[config.mk]
export PLATFORM = sky130hd
export DESIGN_NAME = cap_line_encoder
export DESIGN_NICKNAME = d
export VERILOG_FILES = /design/src/rtl/cap_enc_pkg.sv /design/src/rtl/cap_enc_ctrl.sv /design/src/rtl/cap_enc_dpath.sv /design/src/rtl/cap_line_encoder.sv
export SDC_FILE = /design/constraint.sdc
export NUM_CORES = 1
export LEC_CHECK = 0
export BUFFER_PORTS_ARGS = -buffer_cell sky130_fd_sc_hd__buf_2
export CORE_MARGIN = 1
export CORE_UTILIZATION = 61
export CTS_BUF_LIST = sky130_fd_sc_hd__clkbuf_8
export DETAILED_ROUTE_END_ITERATION = 10
export GPL_TIMING_DRIVEN = 0
export PLACE_DENSITY = 0.95
export REMOVE_ABC_BUFFERS = 1
export SYNTH_ARGS = -nofsm -noshare
export SYNTH_HDL_FRONTEND = slang
export SYNTH_SLANG_ARGS = --single-unit
[constraint.sdc]
create_clock -name clk -period 5.3 [get_ports clk]
set_input_delay 0.795 -clock clk [delete_from_list [all_inputs] [get_ports clk]]
set_output_delay 0.795 -clock clk [all_outputs]
set_load 0.01 [all_outputs]
[src/rtl/cap_enc_pkg.sv]
package cap_enc_pkg;
  localparam int FRAME_BITS = 26;
  localparam int RUNIN_BITS = 7;
  localparam int DATA_FIRST = 10;

  typedef struct packed {
    logic       arm;
    logic       done;
    logic       active;
    logic       sending;
    logic       firstHalf;
    logic [4:0] bitIdx;
  } capStrobe_t;
endpackage

[src/rtl/cap_enc_ctrl.sv]
module cap_enc_ctrl
  import cap_enc_pkg::*;
#(
  parameter int LINE_W    = 10,
  parameter int PHASE_W   = 16,
  parameter int PHASE_INC = 1221,
  parameter int START_OFS = 283
) (
  input  logic              clk,
  input  logic              rstN,
  input  logic              palMode,
  input  logic [1:0]        enMode,
  input  logic [4:0]        lineReg,
  input  logic [LINE_W-1:0] lineCount,
  input  logic              fieldOdd,
  input  logic              lineStart,
  output capStrobe_t        stb
);
  localparam int CNT_W = $clog2(START_OFS + 1);

  typedef enum logic [1:0] {S_IDLE, S_WAIT, S_SEND} capState_t;

  capState_t           state;
  logic [CNT_W-1:0]    waitCnt;
  logic [PHASE_W-1:0]  acc;
  logic [4:0]          bitIdx;
  logic [PHASE_W:0]    accSum;
  logic [LINE_W-1:0]   targetLine;
  logic                fieldOk, armReq, carry, lastBit;

  assign targetLine = LINE_W'(lineReg) + (palMode ? LINE_W'(1) : LINE_W'(4));
  assign fieldOk    = fieldOdd ? enMode[0] : enMode[1];
  assign armReq     = lineStart && fieldOk && (lineCount == targetLine);
  assign accSum     = {1'b0, acc} + (PHASE_W+1)'(PHASE_INC);
  assign carry      = accSum[PHASE_W];
  assign lastBit    = (bitIdx == 5'(FRAME_BITS - 1));

  always_ff @(posedge clk) begin
    if (!rstN) begin
      state   <= S_IDLE;
      waitCnt <= '0;
      acc     <= '0;
      bitIdx  <= '0;
    end else begin
      case (state)
        S_IDLE: if (armReq) begin
          state   <= S_WAIT;
          waitCnt <= '0;
        end
        S_WAIT: if (waitCnt == CNT_W'(START_OFS - 1)) begin
          state  <= S_SEND;
          acc    <= '0;
          bitIdx <= '0;
        end else begin
          waitCnt <= waitCnt + 1'b1;
        end
        S_SEND: begin
          acc <= accSum[PHASE_W-1:0];
          if (carry) begin
            if (lastBit) state <= S_IDLE;
            else         bitIdx <= bitIdx + 1'b1;
          end
        end
        default: state <= S_IDLE;
      endcase
    end
  end

  always_comb begin
    stb.arm       = (state == S_IDLE) && armReq;
    stb.done      = (state == S_SEND) && carry && lastBit;
    stb.active    = (state != S_IDLE);
    stb.sending   = (state == S_SEND);
    stb.firstHalf = !acc[PHASE_W-1];
    stb.bitIdx    = bitIdx;
  end
endmodule

[src/rtl/cap_enc_dpath.sv]
module cap_enc_dpath
  import cap_enc_pkg::*;
#(
  parameter int LEVEL_W     = 10,
  parameter int LEVEL_BLANK = 240,
  parameter int LEVEL_HIGH  = 520
) (
  input  logic               clk,
  input  logic               rstN,
  input  capStrobe_t         stb,
  input  logic               fieldOdd,
  input  logic [1:0]         wrStb,
  input  logic [1:0][7:0]    firstByte,
  input  logic [1:0][7:0]    secondByte,
  output logic               capActive,
  output logic [LEVEL_W-1:0] capLevel,
  output logic [1:0]         doneFlag
);
  logic [1:0] fresh;
  logic       selOdd, usedFresh;
  logic [6:0] charA, charB;
  logic [15:0] dataBits;
  logic [3:0]  dataIdx;
  logic        frameBit;

  // Index 1 holds the odd field, index 0 the even field.
  always_ff @(posedge clk) begin
    if (!rstN) begin
      selOdd    <= 1'b0;
      usedFresh <= 1'b0;
      charA     <= '0;
      charB     <= '0;
    end else if (stb.arm) begin
      selOdd    <= fieldOdd;
      usedFresh <= fresh[fieldOdd];
      charA     <= fresh[fieldOdd] ? firstByte[fieldOdd][6:0]  : 7'd0;
      charB     <= fresh[fieldOdd] ? secondByte[fieldOdd][6:0] : 7'd0;
    end
  end

  for (genvar f = 0; f < 2; f++) begin : g_field
    always_ff @(posedge clk) begin
      if (!rstN) begin
        fresh[f]    <= 1'b0;
        doneFlag[f] <= 1'b0;
      end else if (wrStb[f]) begin
        fresh[f]    <= 1'b1;
        doneFlag[f] <= 1'b0;
      end else begin
        if (stb.arm && (fieldOdd == (f == 1))) fresh[f] <= 1'b0;
        if (stb.done && (selOdd == (f == 1)) && usedFresh && !fresh[f])
          doneFlag[f] <= 1'b1;
      end
    end
  end

  assign dataBits = {~(^charB), charB, ~(^charA), charA};
  assign dataIdx  = 4'(stb.bitIdx - 5'(DATA_FIRST));

  always_comb begin
    if (stb.bitIdx < 5'(RUNIN_BITS))       frameBit = stb.firstHalf;
    else if (stb.bitIdx < 5'(DATA_FIRST-1)) frameBit = 1'b0;
    else if (stb.bitIdx == 5'(DATA_FIRST-1)) frameBit = 1'b1;
    else                                    frameBit = dataBits[dataIdx];
  end

  assign capActive = stb.active;
  assign capLevel  = (stb.sending && frameBit) ? LEVEL_W'(LEVEL_HIGH) : LEVEL_W'(LEVEL_BLANK);
endmodule

[src/rtl/cap_line_encoder.sv]
module cap_line_encoder
  import cap_enc_pkg::*;
#(
  parameter int LINE_W      = 10,
  parameter int PHASE_W     = 16,
  parameter int PHASE_INC   = 1221,
  parameter int START_OFS   = 283,
  parameter int LEVEL_W     = 10,
  parameter int LEVEL_BLANK = 240,
  parameter int LEVEL_HIGH  = 520
) (
  input  logic               clk,
  input  logic               rstN,
  input  logic               palMode,
  input  logic [1:0]         enMode,
  input  logic [4:0]         lineReg,
  input  logic               wrOdd,
  input  logic [7:0]         oddByte0,
  input  logic [7:0]         oddByte1,
  input  logic               wrEven,
  input  logic [7:0]         evenByte0,
  input  logic [7:0]         evenByte1,
  input  logic [LINE_W-1:0]  lineCount,
  input  logic               fieldOdd,
  input  logic               lineStart,
  output logic               capActive,
  output logic [LEVEL_W-1:0] capLevel,
  output logic               oddDone,
  output logic               evenDone
);
  capStrobe_t stb;
  logic [1:0] doneFlag;

  cap_enc_ctrl #(
    .LINE_W(LINE_W), .PHASE_W(PHASE_W), .PHASE_INC(PHASE_INC), .START_OFS(START_OFS)
  ) ctrl_i (
    .clk(clk), .rstN(rstN), .palMode(palMode), .enMode(enMode), .lineReg(lineReg),
    .lineCount(lineCount), .fieldOdd(fieldOdd), .lineStart(lineStart), .stb(stb)
  );

  cap_enc_dpath #(
    .LEVEL_W(LEVEL_W), .LEVEL_BLANK(LEVEL_BLANK), .LEVEL_HIGH(LEVEL_HIGH)
  ) dpath_i (
    .clk(clk), .rstN(rstN), .stb(stb), .fieldOdd(fieldOdd),
    .wrStb({wrOdd, wrEven}),
    .firstByte({oddByte0, evenByte0}),
    .secondByte({oddByte1, evenByte1}),
    .capActive(capActive), .capLevel(capLevel), .doneFlag(doneFlag)
  );

  assign oddDone  = doneFlag[1];
  assign evenDone = doneFlag[0];
endmodule

# --- Yosys cells after proc, flatten, opt, wreduce, memory -nomap -nowiden ---
# Cells that the tools add are included.
totals:
  reg_bits: 52
  out_inout_bits: 13
  wordCells: 103
op_classes:
  n_addsub: 5
  magnitude_cmp: 4
  n_eq_ne: 12
  mux: 34
  bitwise: 5
  reduce_logical: 31
op_table:
  columns: ["operator", "count"]
  rows:
  - ["$mux W7", 6]
  - ["$pmux W16 S2", 1]
  - ["$mux W9", 2]
  - ["$pmux W9 S2", 1]
  - ["$add A16 B11 Y17 const B", 1]
  - ["$mux W16", 1]
  - ["$mux W5", 3]
  - ["$logic_and A1 B1 Y1", 14]
  - ["$reduce_xor A7 Y1", 2]
  - ["$mux W1", 11]
  - ["$add A5 B10 Y10", 1]
  - ["$eq A10 B10 Y1", 1]
  - ["$mux W10", 1]
  - ["$pmux W5 S2", 1]
  - ["$reduce_bool A2 Y1", 5]
  - ["$add A9 B1 Y9 const B", 1]
  - ["$eq A9 B9 Y1 const B", 1]
  - ["$mux W2", 4]
  - ["$ne A2 B2 Y1 const B", 4]
  - ["$reduce_and A4 Y1", 2]
  - ["$pmux W2 S3", 1]
  - ["$add A5 B1 Y5 const B", 1]
  - ["$eq A5 B4 Y1 const B", 1]
  - ["$eq A5 B5 Y1 const B", 1]
  - ["other kinds (16)", 24]

# --- Depth between registers and ports, before layout ---
depth:
  word_depth: 9
  depth_mapped: 10

# --- Modules after synthesis ---
# A second synthesis with hierarchy kept.
unflattened:
  cells_unflattened: 387
  hier_area_um2: 3349.5
by_module_without_submodules:
  columns: ["mod", "n_inst", "cells_each", "area_per_inst_um2", "seq_area_each_um2"]
  rows:
  - ["cap_enc_ctrl", 1, 229, 1898.1, 640.6]
  - ["cap_enc_dpath", 1, 158, 1451.4, 400.4]

# --- Worst setup path after synthesis ---
# OpenSTA, ideal clock, no wires.
synth_path:
  kind: "register to output"
  from: "register ctrl_i.bitIdx[1]"
  to: "output port capLevel[9]"
  t_arrival_ns: 2.075
  path_slack_ns: 2.430
  path_stages_with_launch: 8
  cell_sequence: "dfxtp_1 -> clkbuf_1 -> inv_1 -> ha_1 -> o311ai_0 -> nand3_1 -> o21ai_0 -> buf_4"
synth_between:
  elab_chain_cells: 8
synth_rtl:
  columns: ["element", "line_no", "text"]
  rows:
  - ["start, declared", "cap_enc_ctrl.sv:26", "logic [4:0] bitIdx;"]
  - ["start signal, assigned", "cap_enc_ctrl.sv:61", "else bitIdx <= bitIdx + 1'b1;"]
  - ["$sub A4 B4 Y4", "cap_enc_dpath.sv:58", "assign dataIdx = 4'(stb.bitIdx - 5'(DATA_FIRST));"]
  - ["$bmux W1 S4", "cap_enc_dpath.sv:64", "else frameBit = dataBits[dataIdx];"]
  - ["$mux W1 (not written as such)", "cap_enc_dpath.sv:64", null]
  - ["$mux W1", "cap_enc_dpath.sv:63", "else if (stb.bitIdx == 5'(DATA_FIRST-1)) frameBit = 1'b1;"]
  - ["$mux W1", "cap_enc_dpath.sv:62", "else if (stb.bitIdx < 5'(DATA_FIRST-1)) frameBit = 1'b0;"]
  - ["$mux W1 *", "cap_enc_dpath.sv:61", "if (stb.bitIdx < 5'(RUNIN_BITS)) frameBit = stb.firstHalf;"]
  - ["$logic_and A1 B1 Y1 *", "cap_enc_dpath.sv:68", "assign capLevel = (stb.sending && frameBit) ? LEVEL_W'(LEVEL_HIGH) : LEVEL_W'(LEVEL_BLANK);"]
  - ["$mux W10 *", "cap_enc_dpath.sv:68", null]
  - ["end, declared", "cap_line_encoder.sv:27", "output logic [LEVEL_W-1:0] capLevel,"]
# Every way passes the cells marked *; elsewhere a longest branch is shown, timed or not. The select of a mux whose other input is x is not followed.

# --- Worst setup path after layout ---
# Same ends and word-level chain as after synthesis.

==> summary by stage <==
Logic synthesis
The register bit total from synthesis is 52. The cell count after synthesis came out at 360. For this run, the register share of the synthesized area comes to 32.8%.

The average instance in the mapped netlist occupies 8.81 µm². The mapped cell area is 3170 µm². The share of synthesized registers carrying an async set or reset is 0%. The synthesized design contains 0 enable-type register cells. Yosys printed 0 warnings.

After synthesis, the netlist uses 64 different library cells. The most used flip-flop cell after synthesis is sky130_fd_sc_hd__dfxtp_1.

Placement
The placer's final routability congestion estimate is 0.879. The placed instances occupy a cell area of 3410 µm². The placed wire-length estimate after detailed placement is 5140 µm.

Buffers placed on the I/O ports in this run total 60. The number of cells after detailed placement is 468.

Die
The number of placed I/O pins is 69. The region available for standard cell placement spans 4850 µm². The die is 74.1 µm tall. The total number of placement rows is 25. The floorplan step set the die width to 74.1 µm. For this configuration, the core starts out at a cell density of 65.4%.

The die covers 5490 µm².

Run status
The flow ran to the end, and the final reports show no timing, DRC or antenna violations.

STA
Setup repair after global routing left no endpoint under its margin. Setup violations remaining at the end of the flow were counted as 0. Setup total negative slack on the finished layout was measured at 0 ns. For the finished layout, the period the worst path requires is 3.34 ns. The worst setup skew after layout is 0.00861 ns. On the final layout, the worst hold slack is 0.489 ns. For this run, the top clock speed supported by timing is 0.299 GHz. For the pin with the worst max-slew slack, the measured transition is 0.740 ns. Of the available clock period, the critical path in the final layout requires 63.0%. The hold violation total from the final report is 0. The normalized max-slew margin is 50.5%. The max-slew violation total from the final report is 0.

Global routing
The number of global-route vias before repair is 2828. The wire length of the first global-routing pass is 12200 µm. The pin count of the biggest net entering global routing is 23. The number of antenna violations at the first check in global routing is 0. Summed over all layers, the global routing overflow is 0. The total global routing track utilization is 29.1%.

Setup path
The critical path goes through inv_1, ha_1, o311ai_0, nand3_1, o21ai_0, buf_2. The critical path in this run is classified as reg2out. The arrival time at the worst endpoint is 2.55 ns. STA classifies the critical path startpoint as a register. For this run, the slowest stage of the critical path takes 0.59 ns. Counting both buffers and inverters, the worst setup path holds a total of 2.

The largest individual stage delay along the critical path comes from the cell sky130_fd_sc_hd__dfxtp_1. In this run the worst path has a maximum fanout of 11. The cell family with the largest share of critical-path delay is compound AO/OA/AOI/OAI gates.

The kind of end point of the critical path is an output pin. The required time at the worst-slack endpoint is 4.51 ns.

Clocking
The clock-pin slew reported for the worst setup and hold paths after clock tree synthesis is 0.09 ns. The cts-stage hold buffer count is 0. The clock tree root driver cell is sky130_fd_sc_hd__clkbuf_8. Post-CTS timing repair inserted 0 buffers for setup. Gates resized during post-CTS repair numbered 0. The number of clock buffers inserted by TritonCTS is 5.

The clock sink total is 52. The CTS tree is yes. The maximum buffer depth of the clock tree is 2. The number of H-tree branching levels is 2. The clock reaches the later pin of the worst-skew pair after 0.31 ns.

Finish
The relative area change from synthesis to final layout is 10.8%. The most frequent standard cell in the layout excluding fill and tap cells is sky130_fd_sc_hd__buf_2. After routing the design area is 3510 µm². The number of antenna diodes in the final layout is 0. The filler cells instantiated in the layout total 353. Leaving out fill and tap cells, the most frequent cells in the layout are sky130_fd_sc_hd__buf_2 (60), sky130_fd_sc_hd__dfxtp_1 (52), sky130_fd_sc_hd__nor2_1 (33), sky130_fd_sc_hd__nand2_1 (28), sky130_fd_sc_hd__mux2i_1 (22). Of the cells placed in the final design, the portion with a size suffix greater than 1 is 22.7%. For this run, the post-layout net count is 474.

The count of cells in the finished layout, fillers not included, comes to 476.

Drt
The remaining number of nets flagged by the antenna check after routing is 0. The detailed router finished its first iteration with 185 violations. The post-detailed-route wirelength per cell is 15.1 µm. After detailed routing, the number of remaining DRC violations is 0. Detailed routing inserted a total of 2781 vias. After detailed routing, the number of vias per cell comes to 5.84. For this run, the detailed router's first-pass iteration total came to 4. The routed design has 7160 µm of wire.

Pwr
The total power density per cell area is 208 nW/µm². The static leakage power is 1.51 nW. Overall power consumption after layout is estimated at 0.730 mW.

Across the VDD grid, the largest voltage drop is 0.000127 V.

Job
Max-cap violations in this run came to 0.

Min path
The worst hold path belongs to the class reg2reg.
## registers in the layout, summed over array words and instances (netlist names)
| register | cells |
|---|---|
| dpath_i.doneFlag | 2 |
| ctrl_i.state | 2 |
| dpath_i.usedFresh | 1 |
| dpath_i.charA | 7 |
| ctrl_i.waitCnt | 9 |
| dpath_i.charB | 7 |
| ctrl_i.bitIdx | 5 |
| dpath_i.selOdd | 1 |
| ctrl_i.acc | 16 |
| dpath_i.fresh | 2 |
## metal layers
| layer | vias to the layer above | wire length [µm] | GRT usage, % |
|---|---|---|---|
| met5 | - | 0 | 0 |
| met4 | 0 | 122 | 8.33 |
| met3 | 16 | 282 | 7.05 |
| met2 | 82 | 3890 | 57.1 |
| met1 | 1311 | 2870 | 30.4 |
| li1 | 1372 | - | - |
## worst reg2reg max path, stage by stage (launching register included)
cell,delay (ns)
sky130_fd_sc_hd__dfxtp_1,0.38
sky130_fd_sc_hd__nor4bb_1,0.49
sky130_fd_sc_hd__nand4_1,0.68
sky130_fd_sc_hd__and2_1,0.50
sky130_fd_sc_hd__a21o_1,0.17
sky130_fd_sc_hd__a21oi_1,0.13
sky130_fd_sc_hd__nor2_1,0.05
## power breakdown
| group | switching (mW) | internal [mW] | total [mW] |
|---|---|---|---|
| Combinational | 0.0352 | 0.0320 | 0.0672 |
| Sequential | 0.000723 | 0.391 | 0.392 |
| Clock | 0.132 | 0.138 | 0.270 |
## logic make-up after synthesis
group / synth area share [%]
AOI/OAI and AO/OA: 17.2
xor gates and xnor gates: 8.33
adders and majority gates: 3.95
buffers and inverters: 6.59
DFF: 32.8
muxes: 9.79
other: 0.118
and+or+nand+nor: 21.2
## stage by stage
stage	util (%)	setup slack, ns
after floorplan	-	2.59
after global placement	70.2	2.42
after detailed placement	70.2	2.30
after CTS	72.5	1.96
after global routing	72.5	1.79
final	72.5	1.96
## layout make-up
class	instances	area, µm²	share of cell area [%]
inverters	13	48.8	1.39
clock buffers	5	68.8	1.96
multi-input cells	276	1930	55.0
flip-flops and latches	52	1040	29.6
clock inverters	3	38.8	1.10
well taps	67	83.8	2.39
repair buffers	60	300	8.55
## Yosys cell counts (2+ instances only)
cell type / number / area [µm²]
sky130_fd_sc_hd__nor4bb_1: 2 / 20.0
sky130_fd_sc_hd__buf_4: 10 / 75.1
sky130_fd_sc_hd__clkbuf_1: 6 / 22.5
sky130_fd_sc_hd__nand2_1: 28 / 105
sky130_fd_sc_hd__nand4_1: 4 / 25.0
sky130_fd_sc_hd__mux2i_1: 22 / 220
sky130_fd_sc_hd__mux2_2: 6 / 67.6
sky130_fd_sc_hd__or2_2: 4 / 25.0
sky130_fd_sc_hd__nor3b_1: 2 / 15.0
sky130_fd_sc_hd__buf_2: 2 / 10.0
sky130_fd_sc_hd__clkbuf_8: 3 / 41.3
sky130_fd_sc_hd__o2bb2ai_1: 14 / 123
sky130_fd_sc_hd__o211ai_1: 3 / 22.5
sky130_fd_sc_hd__xnor3_1: 2 / 45.0
sky130_fd_sc_hd__nor2b_1: 3 / 18.8
sky130_fd_sc_hd__and3_1: 4 / 25.0
sky130_fd_sc_hd__a31oi_1: 5 / 31.3
sky130_fd_sc_hd__nor3_1: 4 / 20.0
sky130_fd_sc_hd__xnor2_1: 12 / 105
sky130_fd_sc_hd__inv_1: 13 / 48.8
sky130_fd_sc_hd__and2_1: 5 / 31.3
sky130_fd_sc_hd__o21ai_0: 10 / 50.1
sky130_fd_sc_hd__a211oi_1: 2 / 15.0
sky130_fd_sc_hd__nand3_1: 18 / 90.1
sky130_fd_sc_hd__o2111ai_1: 2 / 17.5
sky130_fd_sc_hd__a21oi_1: 19 / 95.1
sky130_fd_sc_hd__or3_1: 2 / 12.5
sky130_fd_sc_hd__a21o_1: 2 / 15.0
sky130_fd_sc_hd__nand2b_1: 9 / 56.3
sky130_fd_sc_hd__nor2_1: 33 / 124
sky130_fd_sc_hd__ha_1: 10 / 125
sky130_fd_sc_hd__a21o_2: 2 / 17.5
sky130_fd_sc_hd__xor2_1: 13 / 114
sky130_fd_sc_hd__dfxtp_1: 52 / 1040
sky130_fd_sc_hd__o21a_1: 3 / 22.5
## worst paths after layout
kind	to	cells after the start	slack (ns)	start
max reg2reg	ctrl_i.acc[4]	6	2.75	ctrl_i.waitCnt[4]
max	capLevel[9]	6	1.96	ctrl_i.bitIdx[1]
min	ctrl_i.acc[13]	2	0.49	ctrl_i.acc[13]
min reg2reg	ctrl_i.acc[13]	2	0.49	ctrl_i.acc[13]
(Power assumes the default switching activity.)
